===== config.mk =====
export PLATFORM = sky130hd
export DESIGN_NAME = xor_pfd
export DESIGN_NICKNAME = d
export VERILOG_FILES = /design/src/rtl/xor_pfd.sv
export SDC_FILE = /design/constraint.sdc
export NUM_CORES = 1
export LEC_CHECK = 0
export BUFFER_PORTS_ARGS = -buffer_cell sky130_fd_sc_hd__buf_2
export CORE_AREA = 2 2 39 41
export DETAILED_ROUTE_END_ITERATION = 10
export DIE_AREA = 0 0 41 43
export GPL_TIMING_DRIVEN = 0
export PLACE_DENSITY = 0.45
export SYNTH_ARGS = -nofsm -noshare
export SYNTH_HDL_FRONTEND = slang
export SYNTH_SLANG_ARGS = --single-unit

===== constraint.sdc =====
create_clock -name clk -period 1.2 [get_ports clk]
set_input_delay 0.12 -clock clk [delete_from_list [all_inputs] [get_ports clk]]
set_output_delay 0.12 -clock clk [all_outputs]
set_load 0.01 [all_outputs]

===== src/rtl/xor_pfd.sv =====
module xor_pfd (
  input  logic clk,
  input  logic rst,
  input  logic ref_in,
  input  logic osc_in,
  output logic out_level,
  output logic freq_high,
  output logic freq_low
);

  logic ref_q, ref_p, osc_q, osc_p;
  logic ref_arm, osc_arm;
  logic ref_rise, osc_rise, both_rise;
  logic ref_arm_n, osc_arm_n;
  logic low_set, high_set, low_n, high_n, out_n;

  assign ref_rise  = ref_q & ~ref_p;
  assign osc_rise  = osc_q & ~osc_p;
  assign both_rise = ref_rise & osc_rise;

  assign ref_arm_n = both_rise ? 1'b0 : ref_rise ? 1'b1 : osc_rise ? 1'b0 : ref_arm;
  assign osc_arm_n = both_rise ? 1'b0 : osc_rise ? 1'b1 : ref_rise ? 1'b0 : osc_arm;

  assign low_set  = ref_rise & ~osc_rise & ref_arm;
  assign high_set = osc_rise & ~ref_rise & osc_arm;

  assign low_n  = low_set | (freq_low & ~osc_rise);
  assign high_n = ~low_n & (high_set | (freq_high & ~ref_rise));

  assign out_n = low_n ? 1'b1 : high_n ? 1'b0 : (ref_q ^ osc_q);

  always_ff @(posedge clk) begin
    if (rst) begin
      ref_q     <= 1'b0;
      ref_p     <= 1'b0;
      osc_q     <= 1'b0;
      osc_p     <= 1'b0;
      ref_arm   <= 1'b0;
      osc_arm   <= 1'b0;
      freq_low  <= 1'b0;
      freq_high <= 1'b0;
      out_level <= 1'b0;
    end else begin
      ref_q     <= ref_in;
      ref_p     <= ref_q;
      osc_q     <= osc_in;
      osc_p     <= osc_q;
      ref_arm   <= ref_arm_n;
      osc_arm   <= osc_arm_n;
      freq_low  <= low_n;
      freq_high <= high_n;
      out_level <= out_n;
    end
  end

endmodule


## Word level (Yosys, flattened, before mapping)

Cells that the tools add are included.

- Bitwise gates (word level): 18
- Muxes and demuxes: 6
- Reduce and logical (&&, ||, !) cells: 2

Operators with widths:

| kind | number |
|---|---|
| 1-bit bitwise AND | 10 |
| 1-bit 2-to-1 mux | 6 |
| 1-bit NOT | 5 |
| 1-bit bitwise OR | 2 |
| 2-bit nonzero test | 1 |
| 2-bit OR reduction | 1 |
| 1-bit bitwise XOR | 1 |

- Output and inout bits: 3
- Input port bits: 4
- Word-level logic and storage cells: 35
- Flip-flop bits (word level): 9

## Longest topological paths before layout

Gate-level depths: netlist of the first run.

- Word-level depth: 10
- Gate-level depth with buffers: 3
- Mapped depth without buffers: 3

## Least setup slack after synthesis of the first run

Ideal clock, no wire load.

- Path kind: register to register
- Start: register ref_q
- End: register out_level
- Stages on the path, launching flop included: 4
- Required time: 1,072 ps
- Library setup time: 128 ps
- Arrival time: 735 ps
- Slack: 337 ps
- Buffers on the path: 0
- Period minus slack after synthesis: 863 ps
- Path through: dfxtp_1 > and2b_2 > o21bai_1 > o32ai_2

- Longest elaborated chain between the ends: 8
- Elaborated cells on any way between the ends: 14

Ends and longest elaborated chain:

| element | RTL line | text |
|---|---|---|
| start: declaration | 11 | `logic ref_q, ref_p, osc_q, osc_p;` |
| start signal: assignment | 44 | `ref_q <= ref_in;` |
| 1-bit bitwise AND | 17 | `assign ref_rise = ref_q & ~ref_p;` |
| 1-bit bitwise AND or 1-bit NOT (tied branches) | 24, 25, 28 |  |
| 1-bit bitwise AND (on tied branches) | 24, 25 |  |
| 1-bit bitwise OR or 1-bit bitwise AND (tied branches) | 27, 25 |  |
| 1-bit NOT or 1-bit bitwise OR (tied branches) | 28 | `assign high_n = ~low_n & (high_set \| (freq_high & ~ref_rise));` |
| 1-bit bitwise AND | 28 |  |
| 1-bit 2-to-1 mux | 30 | `assign out_n = low_n ? 1'b1 : high_n ? 1'b0 : (ref_q ^ osc_q);` |
| 1-bit 2-to-1 mux (*) | 30 |  |
| end signal: assignment | 52 | `out_level <= out_n;` |
| end: declaration | 6 | `output logic out_level,` |

Every way passes the cells marked *; elsewhere a longest branch is shown, timed or not.
A chain may end at the register's enable or synchronous reset.

## Final worst setup path of the first run

- Start: register freq_high
- End: output freq_high

RTL lines:

| element | RTL line | text |
|---|---|---|
| start: declaration | 7 | `output logic freq_high,` |
| start signal: assignment | 51 | `freq_high <= high_n;` |

No word-level cell between the ends.

==> results_tabular.tex, run 1 <==
\begin{tabular}{lr}
\hline
Metric & Value \\
\hline
\multicolumn{2}{l}{\textbf{CTS}} \\
Number of levels in the clock H-tree & 1 \\
CTS tree & done \\
Clk sinks & 9 \\
Buffer cell driving the clock tree root & clkbuf\_4 \\
Post-CTS setup buffers & 0 \\
CTS clock-pin slew for the worst setup and hold paths & approximately 0.06 ns \\
CTS Hold Bufs & 0 \\
Max Buffers Root-to-Sink & 2 \\
Total CTS buffers & 3 \\
Insertion delay of the later-clocked pin in the worst-skew pair & $\sim$0.25 ns \\
Post-CTS resize count & 0 \\
\multicolumn{2}{l}{\textbf{Synth}} \\
Fraction of the yosys area taken by sequential cells & a little over half \\
Share of the synthesized area in the top cell type & between 50\% and 60\% \\
Cells after synthesis & 33 \\
Post-Syn Area & about 340 µm² \\
Post-synth top area cell & dfxtp\_1 \\
Number of storage elements in the synthesis netlist & 9 \\
Synth top area cells & dfxtp\_1 53\%, nor2b\_1 11\%, and2b\_2 5.1\% \\
Total of warnings raised by yosys & 0 \\
Synthesized net count & 37 \\
Synth unique cells & 14 \\
Post-synthesis area per instance & 10.4 µm² \\
\multicolumn{2}{l}{\textbf{STA}} \\
RSZ-0062 raised after global routing & false \\
Pin slew with the least headroom to its limit & around 0.19 ns \\
Worst max-slew margin expressed relative to the limit & between 80\% and 90\% \\
Accumulated negative setup slack & 0 ns \\
Time the final worst path needs with I/O delays and setup & around 0.92 ns \\
Achievable clock frequency & approximately 1100 MHz \\
Number of setup violations in the final report & 0 \\
Worst clock skew on the final layout & 0.000857 ns \\
Post-route worst hold slack & approximately 0.072 ns \\
Max Slew Vio Count & 0 \\
Portion of the clock cycle consumed by the worst path in the final layout & 76.8\% \\
Number of hold-slack violations in the final timing report & 0 \\
\multicolumn{2}{l}{\textbf{Worst setup path}} \\
Largest delay share family, worst path & flip-flops \\
Arrival time of data at the critical path endpoint & approximately 0.80 ns \\
Beginning of the worst register-to-register path & ref\_q\$\_SDFF\_PP0\_ \\
Sum of buffers and inverters on the critical path & 1 \\
Worst EP required & between 1 and 1.5 ns \\
Critical path type & flip-flop to primary output \\
Slowest stage delay, CP & 0.39 ns \\
Critical path startpoint category & flip-flop \\
Launch point of the worst path & freq\_high\$\_SDFF\_PP0\_ \\
Crit path capture type & primary output \\
Cell count along the critical path & 1 \\
Peak fanout along the critical path & 4 \\
Cell breakdown of the critical path & buf\_2 \\
Worst Reg-to-Reg Cells & 3 \\
CP max stage cell & dfxtp\_1 \\
\multicolumn{2}{l}{\textbf{Pwr}} \\
Sequential Power Share & a little over half \\
Total power after layout & $\sim$600 µW \\
Reported net switching power & 132 µW \\
Leakage power summed over all cells & 0.000166 µW \\
Switching part of the total & 22.1\% \\
Power Internal & 467 µW \\
Fraction of power consumed by the clock network & a little under two fifths \\
Combinational group share of total power & roughly 8.1\% \\
Maximum VDD drop & approximately 0.43 mV \\
Total power per unit cell area & 1450 mW/mm² \\
\multicolumn{2}{l}{\textbf{Place}} \\
Number of buffers added on ports & 5 \\
DP Area & 387 µm² \\
Routability congestion estimate & between 0.6 and 0.7 \\
\multicolumn{2}{l}{\textbf{Floorplanning}} \\
Initial Utilization & approximately a quarter \\
Cell row count & 14 \\
Die width & 41 µm \\
Die Outline Area & between 0.0015 and 0.002 mm² \\
Die height & between 40 and 50 µm \\
Core footprint & between 0.001 and 0.0015 mm² \\
I/O pin cnt & 7 \\
\multicolumn{2}{l}{\textbf{Flow run}} \\
Max-cap viol count & 0 \\
\multicolumn{2}{l}{\textbf{Detailed routing}} \\
Iteration count of the initial detailed-routing pass & 2 \\
Number of vias in the routed layout & roughly 250 \\
Post-Route WL & 530 µm \\
\# DRC & 0 \\
Post-detailed-route wirelength per cell & 9.14 µm \\
Iteration-0 DRC count of the detailed router & 1 \\
Via density per instance & around 4.2 \\
Post-route ant nets & 0 \\
\multicolumn{2}{l}{\textbf{Layout}} \\
Core Util, Final & 29.8\% \\
Share of post-route cells with drive strength above 1 & 33.3\% \\
Diode insertion count for antenna repair & 0 \\
Final layout net count & 47 \\
Post-Layout Inst Area & a little over 400 µm² \\
Leading cell type in the layout, fill and taps excluded & dfxtp\_1 \\
Most frequent cells in the layout & 9 x dfxtp\_1, 6 x buf\_2, 6 x nor2b\_1 \\
Total of fill cells in the finished design & $\sim$150 \\
Layout overhead on the synthesized area & 20.9\% \\
\multicolumn{2}{l}{\textbf{Worst hold path}} \\
Hold Crit Start & ref\_in \\
Path class of the lowest-slack min-delay path & input port to flip-flop \\
Cell depth of the worst hold path & 2 \\
\multicolumn{2}{l}{\textbf{GRT}} \\
Gr ovfl total & 0 \\
Number of antenna violations at the first check in global routing & 0 \\
First-pass GRT wire length & 841 µm \\
Via count of the first global-routing pass & 210 \\
Total routing usage reported by global routing & about 7.9\% \\
Pin count of the biggest net entering global routing & 11 \\
\multicolumn{2}{l}{\textbf{Run status}} \\
Run status & finished, final reports clean \\
\hline
\end{tabular}
==> routing by layer <==
metal  vias to the layer above  wire, µm  GRT usage [%]
li1                        131         -              -
met1                       108       256           10.5
met2                         7       233           7.81
met3                         0        40           3.14
met4                         0         0           10.0
met5                         -         0              0
==> sequential cells by signal (all words and copies together), names as in the netlist <==
register and cells:
freq_high 1, osc_arm 1, ref_q 1, out_level 1
ref_arm 1, osc_q 1, osc_p 1, freq_low 1
ref_p 1
==> cell families (layout without fill, tap and decap cells) <==
family          count (synthesis)  in the layout  synth area share [%]
compound gates                  7              7                  17.6
buf+inv                         1             10                  1.46
flops                           9              9                  52.7
simple gates                   16             16                  28.2
==> cell type report <==
cell class                      instances  area (µm²)  area share [%]
Sequential cell                         9         180            43.6
Clock buffer                            4        26.3            6.36
Multi-Input combinational cell         23         156            37.9
Tap cell                               16        20.0            4.85
Buffer                                  1        5.00            1.21
Timing Repair Buffer                    5        25.0            6.06
==> Yosys cell counts <==
cell type and number:
o21bai_1 1, o21ai_2 1, and2b_2 2, nand2b_1 2
a21oi_1 2, nor2b_1 6, dfxtp_1 9, nor2_1 2
o21ai_0 1, nor3_1 3, buf_2 1, a211oi_2 1
o32ai_2 1, and2_1 1
==> power groups by stage <==
stage | clock [µW] | sequential, µW | combinational [µW]
floorplan | 0 | 331 | 35.3
global placement | 0 | 330 | 48.6
detailed placement | 0 | 331 | 49.4
CTS | 235 | 324 | 49.4
global route | 250 | 326 | 54.8
finish | 227 | 324 | 48.8
==> stage by stage <==
step / std cells / setup slack [ns]
floorplan: 33 / 0.337
global placement: 54 / 0.290
detailed placement: 54 / 0.294
CTS: 58 / 0.260
global route: 58 / 0.225
finish: 58 / 0.278
==> path summary, 6_finish.rpt <==
kind                                to  slack [ns]
setup reg to reg  out_level$_SDFF_PP0_        0.30
hold / removal        ref_q$_SDFF_PP0_        0.07
hold reg to reg       ref_p$_SDFF_PP0_        0.50
setup / recovery             freq_high        0.28
Power figures use the tool's default switching activity.
==> run 2, diff against run 1 <==
PLACE_DENSITY = 0.47   (was 0.45)
clock period = 0.82 ns   (was 1.2 ns; I/O delays follow)
==> results_tabular.tex, run 2 (synthesis results as in run 1) <==
\begin{tabular}{lr}
\hline
Metric & Value \\
\hline
\multicolumn{2}{l}{\textbf{Worst setup path}} \\
Crit path capture type & flip-flop \\
Critical path startpoint category & flip-flop \\
Arrival time of data at the critical path endpoint & 1.06 ns (+0.26 ns) \\
Critical path type & flip-flop to flip-flop \\
Worst EP required & 0.97 ns (-0.11 ns) \\
Peak fanout along the critical path & 5 (+1) \\
Setup slack, reg-to-reg & -0.09 ns (-0.39 ns) \\
\multicolumn{2}{l}{\textbf{Detailed routing}} \\
Post-Route WL & 583 µm (+10\%) \\
Post-detailed-route wirelength per cell & 9.72 µm (+6.3\%) \\
Iteration count of the initial detailed-routing pass & 4 (+2) \\
Post-route ant nets & 0 (unchanged) \\
\# DRC & 0 (unchanged) \\
Iteration-0 DRC count of the detailed router & 2 (+1) \\
Number of vias in the routed layout & 262 (+6.5\%) \\
Via density per instance & 4.37 (+3.0\%) \\
\multicolumn{2}{l}{\textbf{Floorplanning}} \\
Die height & 43 µm (unchanged) \\
I/O pin cnt & 7 (unchanged) \\
Initial Utilization & 24.7\% (unchanged) \\
Cell row count & 14 (unchanged) \\
Core footprint & 0.00138 mm² (unchanged) \\
Die width & 41 µm (unchanged) \\
Die Outline Area & 0.00176 mm² (unchanged) \\
\multicolumn{2}{l}{\textbf{Pwr}} \\
Total power after layout & 893 µW (+49\%) \\
Maximum VDD drop & 0.691 mV (+62\%) \\
Total power per unit cell area & 1950 mW/mm² (+34\%) \\
Leakage power summed over all cells & 0.000182 µW (+9.5\%) \\
\multicolumn{2}{l}{\textbf{Place}} \\
Routability congestion estimate & 0.615 (-5.6\%) \\
Worst Setup Slack post-DPL & -0.0881 ns (-0.382 ns) \\
DP Area & 387 µm² (unchanged) \\
Number of buffers added on ports & 5 (unchanged) \\
\multicolumn{2}{l}{\textbf{CTS}} \\
CTS clock-pin slew for the worst setup and hold paths & 0.06 ns (about the same) \\
Insertion delay of the later-clocked pin in the worst-skew pair & 0.26 ns (about the same) \\
Buffer cell driving the clock tree root & clkbuf\_4 \\
CTS tree & done \\
CTS Hold Bufs & 0 (unchanged) \\
Number of levels in the clock H-tree & 1 (unchanged) \\
Max Buffers Root-to-Sink & 2 (unchanged) \\
Clk sinks & 9 (unchanged) \\
Total CTS buffers & 3 (unchanged) \\
\multicolumn{2}{l}{\textbf{Layout}} \\
Layout overhead on the synthesized area & 34.1\% \\
Core Util, Final & 33.1\% (+3.3 points) \\
Diode insertion count for antenna repair & 0 (unchanged) \\
Leading cell type in the layout, fill and taps excluded & nor2b\_1 \\
Final layout net count & 49 (+4.3\%) \\
Post-Layout Inst Area & 458 µm² (+11\%) \\
Most frequent cells in the layout & 6 x nor2b\_1, 4 x buf\_2, 4 x dfxtp\_1 \\
Share of post-route cells with drive strength above 1 & 52.3\% (+19 points) \\
Total of fill cells in the finished design & 147 (+0.68\%) \\
\multicolumn{2}{l}{\textbf{STA}} \\
Max Slew Vio Count & 0 (unchanged) \\
Number of setup violations in the final report & 4 (+4) \\
Achievable clock frequency & between 1000 and 1500 MHz \\
Portion of the clock cycle consumed by the worst path in the final layout & 111\% \\
Worst max-slew margin expressed relative to the limit & 87.6\% (about the same) \\
Post-route worst hold slack & 0.0258 ns (-0.0459 ns) \\
Pin slew with the least headroom to its limit & 0.185 ns (-0.000119 ns) \\
Time the final worst path needs with I/O delays and setup & 0.913 ns \\
Worst clock skew on the final layout & 0.00561 ns (+0.00475 ns) \\
RSZ-0062 raised after global routing & true \\
Setup slack of the critical path after layout & -0.0929 ns (-0.371 ns) \\
Number of hold-slack violations in the final timing report & 0 (unchanged) \\
\multicolumn{2}{l}{\textbf{GRT}} \\
Via count of the first global-routing pass & 224 (+6.7\%) \\
Total routing usage reported by global routing & 9.26\% (+1.4 points) \\
First-pass GRT wire length & 972 µm (+16\%) \\
Pin count of the biggest net entering global routing & 11 (unchanged) \\
Number of antenna violations at the first check in global routing & 0 (unchanged) \\
Gr ovfl total & 0 (unchanged) \\
\multicolumn{2}{l}{\textbf{Worst hold path}} \\
Path class of the lowest-slack min-delay path & input port to flip-flop \\
\multicolumn{2}{l}{\textbf{Run status}} \\
Run status & finished with violations \\
Failing checks & negative setup slack \\
\multicolumn{2}{l}{\textbf{Flow run}} \\
Max-cap viol count & 0 (unchanged) \\
\hline
\end{tabular}
-- run 2: changes by cell type in the layout (fill, tap and decap cells not counted), sizes merged --
cell and delta:
buf +2
-- run 2: metrics by stage --
step,std cells,setup TNS [ns]
3_3_place_gp,54,-0.142
6_report,60,-0.203
3_5_place_dp,54,-0.158
5_1_grt,60,-0.435
2_1_floorplan,33,-0.0426
4_1_cts,60,-0.209
-- run 2: routing by layer --
layer	GRT usage (%)	up-vias	share of wire [%]
li1	-	134	-
met1	10.7	119	43
met2	10.9	7	49
met3	4.71	2	7.7
met4	10.0	0	0.86
met5	0	-	0
-- run 2: power by group --
| group | internal (µW) | switching, µW |
|---|---|---|
| clock | 187 | 155 |
| sequential | 456 | 15.6 |
| combinational | 43.2 | 36.5 |
-- run 2: repair_timing --
item,in CTS,in global routing
setup buffers,2,0
gates resized for setup,8,3
pin swaps,2,3
setup endpoints to repair,6,7
-- run 2: final timing paths --
| path | cells past startpoint | startpoint | to |
|---|---|---|---|
| worst min-delay path | 2 | osc_in | osc_q$_SDFF_PP0_ |
| worst max-delay path | 3 | ref_q$_SDFF_PP0_ | out_level$_SDFF_PP0_ |
| worst min register to register | 1 | osc_q$_SDFF_PP0_ | osc_p$_SDFF_PP0_ |
| worst max register to register | 3 | ref_q$_SDFF_PP0_ | out_level$_SDFF_PP0_ |
-- run 2: layout make-up --
cell class	instances	area, µm²	share of cell area, %
flip-flops and latches	9	191	41.8
well taps	16	20.0	4.37
plain buffers	1	5.00	1.09
repair buffers	7	52.6	11.5
multi-input cells	23	163	35.5
clock buffers	4	26.3	5.74
-- run 2: critical path, stage by stage, from the launching register on --
cell      delay, ns
dfxtp_2        0.33
and2b_2        0.24
o21bai_1       0.16
o32ai_2        0.08
